File: config.mk
export PLATFORM = sky130hd
export DESIGN_NAME = route_switch_box
export DESIGN_NICKNAME = d
export VERILOG_FILES = /design/src/rtl/sbox_pkg.sv /design/src/rtl/sbox_cfg_chain.sv /design/src/rtl/sbox_pin.sv /design/src/rtl/sbox_route.sv /design/src/rtl/route_switch_box.sv
export SDC_FILE = /design/constraint.sdc
export NUM_CORES = 1
export LEC_CHECK = 0
export ABC_AREA = 1
export BUFFER_PORTS_ARGS = -buffer_cell sky130_fd_sc_hd__clkbuf_2
export CAP_MARGIN = 20
export CORE_UTILIZATION = 40
export DETAILED_ROUTE_END_ITERATION = 8
export GPL_TIMING_DRIVEN = 0
export PLACE_DENSITY = 0.67
export SETUP_SLACK_MARGIN = 0.05
export SYNTH_ARGS = -nofsm -noshare
export SYNTH_HDL_FRONTEND = slang
export SYNTH_HIERARCHICAL = 1
export SYNTH_SLANG_ARGS = --single-unit
export TNS_END_PERCENT = 20
File: constraint.sdc
create_clock -name clk -period 1.43 [get_ports clk]
set_input_delay 0.0715 -clock clk [delete_from_list [all_inputs] [get_ports clk]]
set_output_delay 0.0715 -clock clk [all_outputs]
set_load 0.02 [all_outputs]
File: src/rtl/sbox_pkg.sv
package sbox_pkg;
  localparam int SIDES = 4;
  localparam int PAIRS = 6;

  typedef enum logic {TOPO_PLANAR, TOPO_WILTON} topo_e;

  // Pair index joining sides s and o: corners 0..3, straights 4 (N-S) and 5 (E-W)
  function automatic int pair_idx(int s, int o);
    if (o == (s + 1) % SIDES) return s;
    if (s == (o + 1) % SIDES) return o;
    return 4 + (s % 2);
  endfunction

  function automatic bit is_corner(int s, int o);
    return pair_idx(s, o) < 4;
  endfunction

  // True when side s is the "a" side of its pair with o
  function automatic bit side_a(int s, int o);
    if (o == (s + 1) % SIDES) return 1'b1;
    if (s == (o + 1) % SIDES) return 1'b0;
    return s < 2;
  endfunction

  // Connection point serving track t of side s toward side o
  function automatic int point_of(int s, int t, int o, int w, topo_e tp);
    if (!is_corner(s, o) || tp == TOPO_PLANAR || side_a(s, o)) return t;
    return (t + w - 1) % w;
  endfunction

  // Track on side o joined to track t of side s
  function automatic int partner_trk(int s, int t, int o, int w, topo_e tp);
    if (!is_corner(s, o) || tp == TOPO_PLANAR) return t;
    if (side_a(s, o)) return (t + 1) % w;
    return (t + w - 1) % w;
  endfunction
endpackage

File: src/rtl/sbox_cfg_chain.sv
module sbox_cfg_chain #(
  parameter int NBITS = 40
) (
  input  logic             clk,
  input  logic             rst,
  input  logic             in_valid,
  output logic             in_ready,
  input  logic             in_bit,
  output logic [NBITS-1:0] cfg_q
);
  logic rdy_q;

  always_ff @(posedge clk) begin
    if (rst) begin
      cfg_q <= '0;
      rdy_q <= 1'b0;
    end else begin
      rdy_q <= 1'b1;
      if (in_valid && rdy_q) cfg_q <= {in_bit, cfg_q[NBITS-1:1]};
    end
  end

  assign in_ready = rdy_q;

  p_ready_up_r1: assert property (@(posedge clk) disable iff (rst)
    !rst |=> in_ready);
  p_hold_idle_r2: assert property (@(posedge clk) disable iff (rst)
    !(in_valid && in_ready) |=> $stable(cfg_q));
  p_enter_top_r2: assert property (@(posedge clk) disable iff (rst)
    (in_valid && in_ready) |=> cfg_q[NBITS-1] == $past(in_bit));
endmodule

File: src/rtl/sbox_pin.sv
module sbox_pin #(
  parameter int NSRC = 3,
  localparam int CW = $clog2(NSRC + 1)
) (
  input  logic            clk,
  input  logic            rst,
  input  logic            drive_en,
  input  logic [NSRC-1:0] src_req,
  input  logic [NSRC-1:0] src_dat,
  output logic            pin_out,
  output logic            pin_conflict
);
  logic [CW-1:0] n_req;
  logic          hit;

  always_comb begin
    n_req = '0;
    for (int i = 0; i < NSRC; i++) n_req = n_req + CW'(src_req[i]);
  end

  assign hit          = |(src_req & src_dat);
  assign pin_out      = drive_en & hit;
  assign pin_conflict = drive_en & (n_req > CW'(1));

  p_idle_zero_r8: assert property (@(posedge clk) disable iff (rst)
    (!drive_en || src_req == '0) |-> !pin_out);
  p_input_quiet_r10: assert property (@(posedge clk) disable iff (rst)
    !drive_en |-> !pin_conflict);
  p_conflict_multi_r9: assert property (@(posedge clk) disable iff (rst)
    pin_conflict |-> (drive_en && !$onehot0(src_req)));
  p_single_pass_r7: assert property (@(posedge clk) disable iff (rst)
    (drive_en && $onehot(src_req)) |-> !pin_conflict);
endmodule

File: src/rtl/sbox_route.sv
module sbox_route
  import sbox_pkg::*;
#(
  parameter int    W    = 4,
  parameter topo_e TOPO = TOPO_WILTON,
  localparam int NPIN = SIDES * W,
  localparam int NPT  = PAIRS * W
) (
  input  logic            clk,
  input  logic            rst,
  input  logic [NPIN-1:0] pin_dir,
  input  logic [NPT-1:0]  pt_en,
  input  logic [NPIN-1:0] pin_in,
  output logic [NPIN-1:0] pin_out,
  output logic [NPIN-1:0] pin_conf
);
  for (genvar s = 0; s < SIDES; s++) begin : g_side
    for (genvar t = 0; t < W; t++) begin : g_trk
      logic [2:0] req;
      logic [2:0] dat;
      for (genvar j = 0; j < 3; j++) begin : g_src
        localparam int O  = (s + 1 + j) % SIDES;
        localparam int P  = pair_idx(s, O);
        localparam int K  = point_of(s, t, O, W, TOPO);
        localparam int PT = O * W + partner_trk(s, t, O, W, TOPO);
        assign req[j] = pt_en[P*W+K] & ~pin_dir[PT];
        assign dat[j] = pin_in[PT];
      end
      sbox_pin #(.NSRC(3)) u_pin (
        .clk         (clk),
        .rst         (rst),
        .drive_en    (pin_dir[s*W+t]),
        .src_req     (req),
        .src_dat     (dat),
        .pin_out     (pin_out[s*W+t]),
        .pin_conflict(pin_conf[s*W+t])
      );
    end
  end
endmodule

File: src/rtl/route_switch_box.sv
module route_switch_box
  import sbox_pkg::*;
#(
  parameter int    W    = 4,
  parameter topo_e TOPO = TOPO_WILTON,
  localparam int NPIN  = SIDES * W,
  localparam int NPT   = PAIRS * W,
  localparam int NBITS = NPIN + NPT
) (
  input  logic            clk,
  input  logic            rst,
  input  logic            cfg_valid,
  output logic            cfg_ready,
  input  logic            cfg_bit,
  input  logic [NPIN-1:0] trk_in,
  output logic [NPIN-1:0] trk_out,
  output logic [NPIN-1:0] trk_oe,
  output logic [NPIN-1:0] trk_conflict,
  output logic            any_conflict
);
  logic [NBITS-1:0] cfg_q;
  logic [NPIN-1:0]  dir_bits;
  logic [NPT-1:0]   en_bits;

  sbox_cfg_chain #(.NBITS(NBITS)) u_chain (
    .clk     (clk),
    .rst     (rst),
    .in_valid(cfg_valid),
    .in_ready(cfg_ready),
    .in_bit  (cfg_bit),
    .cfg_q   (cfg_q)
  );

  assign dir_bits = cfg_q[NPIN-1:0];
  assign en_bits  = cfg_q[NBITS-1:NPIN];

  sbox_route #(.W(W), .TOPO(TOPO)) u_route (
    .clk     (clk),
    .rst     (rst),
    .pin_dir (dir_bits),
    .pt_en   (en_bits),
    .pin_in  (trk_in),
    .pin_out (trk_out),
    .pin_conf(trk_conflict)
  );

  assign trk_oe       = dir_bits;
  assign any_conflict = |trk_conflict;

  p_out_needs_oe_r8: assert property (@(posedge clk) disable iff (rst)
    (trk_out & ~trk_oe) == '0);
  p_flag_needs_oe_r10: assert property (@(posedge clk) disable iff (rst)
    (trk_conflict & ~trk_oe) == '0);
endmodule

== Word-level counts from Yosys, hierarchy flattened ==
Index checks and enable logic that the tools add are counted.

* $add $sub $neg: 32
* Order comparisons: 16
* Mux-type cells: 1
* Bitwise logic cells: 112
* Reduce and logical (&&, ||, !) cells: 18

{| class="wikitable"
|+ Operator list
! operator !! number
|-
| $and A1 B1 Y1 || 80
|-
| $and A3 B3 Y3 || 16
|-
| $reduce_or A3 Y1 || 16
|-
| $add A1 B1 Y2 || 16
|-
| $add A2 B1 Y2 || 16
|-
| $gt A2 B1 Y1 const B || 16
|-
| $not A1 Y1 || 16
|-
| $reduce_or A16 Y1 || 1
|-
| $logic_and A1 B1 Y1 || 1
|-
| $mux W1 || 1
|}

* Bits in registers: 41
* Bits of input ports: 20
* Output and inout bits: 50

== Depth between registers and ports, before layout ==
* Depth after elaboration: 7
* Gate-level depth with buffers: 9
* Depth with buffers taken out: 9

== Cells and area by module ==
The synthesis kept the hierarchy.

{| class="wikitable"
|+ By module, submodules not included
! module !! times used !! cells each !! area an instance (um^2)
|-
| sbox_cfg_chain || 1 || 255 || 1,676.6
|-
| sbox_pin || 16 || 10 || 48.8
|-
| sbox_route || 1 || 72 || 270.3
|-
| route_switch_box || 1 || 15 || 56.3
|}

== Worst setup path before layout ==
Ideal clock, no wire load.

* Kind: register to output
* Start point: reg u_chain.cfg_q[4]
* End point: out any_conflict
* Arrival: 1,627 ps
* Required time: 1,359 ps
* Slack: -269 ps
* Cell stages (with the launch flop): 9
* Path buffers: 0
* Cell sequence: dfxtp_1 > nor2_1 > ha_1 > a21oi_1 > nor2_1 > nor2_1 > nand2_1 > nor2_1 > nand2_1

* Word-level cells in the longest chain between the ends: 7
* Elaborated cells on any way between the ends: 17

{| class="wikitable"
|+ Ends and longest elaborated chain
! item !! line !! text
|-
| start, declared || sbox_cfg_chain.sv:9 || <nowiki>output logic [NBITS-1:0] cfg_q</nowiki>
|-
| start signal, assigned || sbox_cfg_chain.sv:19 || <nowiki>if (in_valid && rdy_q) cfg_q <= {in_bit, cfg_q[NBITS-1:1]};</nowiki>
|-
| $not A1 Y1 || sbox_route.sv:26 || <nowiki>assign req[j] = pt_en[P*W+K] & ~pin_dir[PT];</nowiki>
|-
| $and A1 B1 Y1 || sbox_route.sv:26 ||
|-
| named net u_route.g_side[0].g_trk[3].req[0] || sbox_route.sv:19 || <nowiki>logic [2:0] req;</nowiki>
|-
| $add A1 B1 Y2 || sbox_pin.sv:18 || <nowiki>for (int i = 0; i < NSRC; i++) n_req = n_req + CW'(src_req[i]);</nowiki>
|-
| $add A2 B1 Y2 || sbox_pin.sv:18 ||
|-
| $gt A2 B1 Y1 || sbox_pin.sv:23 || <nowiki>assign pin_conflict = drive_en & (n_req > CW'(1));</nowiki>
|-
| $and A1 B1 Y1 || sbox_pin.sv:23 ||
|-
| named net trk_conflict[3] || route_switch_box.sv:18 || <nowiki>output logic [NPIN-1:0] trk_conflict,</nowiki>
|-
| $reduce_or A16 Y1 || route_switch_box.sv:48 || <nowiki>assign any_conflict = |trk_conflict;</nowiki>
|-
| end, declared || route_switch_box.sv:19 || <nowiki>output logic any_conflict</nowiki>
|}

The timed path passes the listed nets, and every way through them passes these cells.

== Worst setup path in the final report ==
* Start point: reg u_chain.cfg_q[20]
* End point: out any_conflict

* Word-level cells in the longest chain between the ends: 6
* Elaborated cells on any way between the ends: 10

{| class="wikitable"
|+ Ends and longest elaborated chain
! item !! line
|-
| $and A1 B1 Y1 || sbox_route.sv:26
|-
| named net u_route.g_side[1].g_trk[0].req[0] || sbox_route.sv:19
|-
| $add A1 B1 Y2 || sbox_pin.sv:18
|-
| $add A2 B1 Y2 || sbox_pin.sv:18
|-
| $gt A2 B1 Y1 || sbox_pin.sv:23
|-
| $and A1 B1 Y1 || sbox_pin.sv:23
|-
| $reduce_or A16 Y1 || route_switch_box.sv:48
|}

The timed path passes the listed nets, and every way through them passes these cells.

==> metrics.cfg <==
[run_status]
status = finished with violations
violations = negative setup slack

[detailed_routing]
totalWireLength_um = 9200
drc_errors = 0
vias_per_cell = 4.72
wl_per_cell_um = 13.5
dr.pass1.iters = 5
vias = 3208
drtAntennaViolNets = 0
drt_iter0_drc = 204

[worst_setup_path]
rr_worst_depth = 4
critPathRequiredTime_ns = 1.36
timing.rr.end = u_chain/cfg_q[22]$_SDFFE_PP0P_
cp.arrival_ns = 1.81
crit_path_max_incr_delay_ns = 0.35
cp-startpoint = u_chain/cfg_q[20]$_SDFFE_PP0P_
critPathMaxFanout = 2
crit_chain = inv_2 > nor2_4 > ha_4 > a21oi_4 > nor2_4 > nor2_2 > nand2_1 > nor2_1 > nand2_2 > clkbuf_8
path_class = flop to output pin
cp-start-kind = flop
crit_path_frequent_cell = nor2_4
reg2reg_setup_slack_ns = 0.40
endpoint = any_conflict
reg2reg_from = u_chain/in_ready$_DFF_P_
critical-path-slowest-cell = dfxtp_2
crit_path_end_kind = output pin

[flow_run]
cap_violations = 0

[place]
hpwl_um = 6900
gp_congestion = 0.852
port_buffers = 69
dpl-instance-area_um2 = 3930

[clock_tree]
cts.path.max_buffers = 2
clk_latency_ns = 0.29
cts_max_level = 2
cts-hold-fix-buffers = 0
cts_tree = built
root_buffer = clkbuf_8
numCtsBuffers = 5
path_clk_slew_ns = 0.08
cts_sinks = 41

[yosys]
post_synth_num_cell_types = 11
avgSynthCellArea_um2 = 5.55
seq_area_frac_synth = 0.295
yosys_warnings = 6
syn_inst = 502
synthesis.nets = 538
synth.ff_latch_count = 41
netlist_area_um2 = 2780

[cells_and_area]
nFillCells = 596
final_nets = 635
area_delta_synth_final_pct = 60.2
drive_above_1_share = 0.438
antenna_cells = 0
fin_area_um2 = 4460
regArea_um2 = 911
multi_input_area_um2 = 2250

[global_route]
grt_overflow = 0
grt_pass1_vias = 2965
grt_first_pass_wirelength_um = 14700
antenna_found_initial = 0
grtUsageTotal = 0.260
grt_max_degree = 13

[timing]
relSlewSlack = 0.850
setup-tns-final_ns = -1.74
fin_crit_sh = 1.32
setup_ws_ns = -0.456
rsz0062_at_grt = yes
drv_slew = 0
max_freq_ghz = 0.530
setup_viol = 18
min_period_ns = 1.89
clock_skew_ns = 0.00383
tightestPinTransition_ns = 0.225
hold_viol_final = 0

[floorplanning]
initial_core_util = 0.412
coreArea_um2 = 6760
ios = 70
die_x_um = 85.4
dieArea_um2 = 7300
fp.dieH_um = 85.4
rows = 30

[power]
p_total_mw = 3.26
p_leak_nw = 2.26
power_per_cell_area_nw_per_um2 = 731
vdd_drop_max_mv = 0.528

[min_path]
hold_path_class = primary input to flop

==> metrics by stage <==
stage / hold slack, ns / utilization / cells / setup slack [ns]
2_1_floorplan: 0.206 / - / 502 / 0.0481
3_3_place_gp: 0.304 / 0.581 / 651 / -0.233
3_5_place_dp: 0.309 / 0.581 / 651 / -0.258
4_1_cts: 0.00411 / 0.641 / 674 / -0.453
5_1_grt: 0.0356 / 0.660 / 680 / -0.528
6_report: 0.00303 / 0.660 / 680 / -0.456
==> logic make-up after synthesis <==
| kind of cell | Yosys count | share of synthesized area |
|---|---|---|
| adders and majority gates | 16 | 0.0719 |
| DFF | 41 | 0.295 |
| AOI/OAI and AO/OA | 16 | 0.0288 |
| buffers and inverters | 109 | 0.165 |
| and+or+nand+nor | 320 | 0.440 |
==> worst max-delay path: cells and delay by family (launching register included) <==
kind	cells	cell delay [ns]
DFF	1	0.35
buffers and inverters	2	0.22
and+or+nand+nor	6	0.58
adders and majority gates	1	0.23
AOI/OAI and AO/OA	1	0.16
==> Yosys cell counts <==
cell type,count,area share
ha_1,16,0.072
inv_1,97,0.13
nand2_1,149,0.20
nand3_1,16,0.029
buf_2,4,0.0072
buf_4,4,0.011
buf_6,4,0.016
nand2_2,1,0.0022
nor2_1,154,0.21
dfxtp_1,41,0.29
a21oi_1,16,0.029
==> how the worst min path moves through the flow <==
stage | startpoint | end | slack [ns] | depth (start not counted)
floorplan | cfg_bit | u_chain/cfg_q[39]$_SDFFE_PP0P_ | 0.21 | 2
global placement | cfg_bit | u_chain/cfg_q[39]$_SDFFE_PP0P_ | 0.30 | 3
detailed placement | cfg_bit | u_chain/cfg_q[39]$_SDFFE_PP0P_ | 0.31 | 3
CTS | cfg_bit | u_chain/cfg_q[39]$_SDFFE_PP0P_ | 0.004 | 3
global route | cfg_bit | u_chain/cfg_q[39]$_SDFFE_PP0P_ | 0.04 | 3
finish | cfg_bit | u_chain/cfg_q[39]$_SDFFE_PP0P_ | 0.003 | 3
==> metal layers <==
| layer | vias up | wire length, µm | GRT usage |
|---|---|---|---|
| met2 | 98 | 4370 | 0.450 |
| met5 | - | 0 | 0 |
| met1 | 1457 | 4360 | 0.349 |
| met4 | 0 | 98 | 0.0500 |
| met3 | 7 | 378 | 0.0302 |
| li1 | 1646 | - | - |
==> state kept, by name, summed over array words and instances (netlist names) <==
signal            count
u_chain/cfg_q        40
u_chain/in_ready      1
==> cell usage in the layout, fill, tap and decap left out, types with 13 or more instances in the layout <==
cell type / netlist / routed
nor2_4: 0 / 50
clkbuf_8: 0 / 16
nor2_1: 154 / 89
nor2_2: 0 / 15
nand2_1: 149 / 148
ha_4: 0 / 14
dfxtp_2: 0 / 21
nand3_1: 16 / 16
dfxtp_4: 0 / 17
inv_1: 97 / 78
buf_4: 4 / 29
inv_2: 0 / 18
a21oi_4: 0 / 13
clkbuf_2: 0 / 50
==> layout make-up <==
type,instances,share of cell area
timing repair buffer,90,0.139
sequential,41,0.204
clock buffer,7,0.0194
inverter,97,0.0822
buffer,12,0.0213
multi-input combinational,352,0.505
tap,80,0.0224
clock inverter,1,0.00673
==> what timing repair did <==
action	4_1_cts	5_1_grt
hold endpoints to repair	0	0
gates resized for setup	43	43
setup endpoints to repair	33	33
pin swaps	30	10
buffers inserted	15	6
==> where the power goes <==
part	switching [mW]	internal (mW)	leakage, nW
Combinational	0.559	0.385	1.84
Clock	0.400	0.569	0.0585
Sequential	0.134	1.22	0.357
Total	1.09	2.17	2.26
Note: power is estimated with default switching activity, not from simulation.
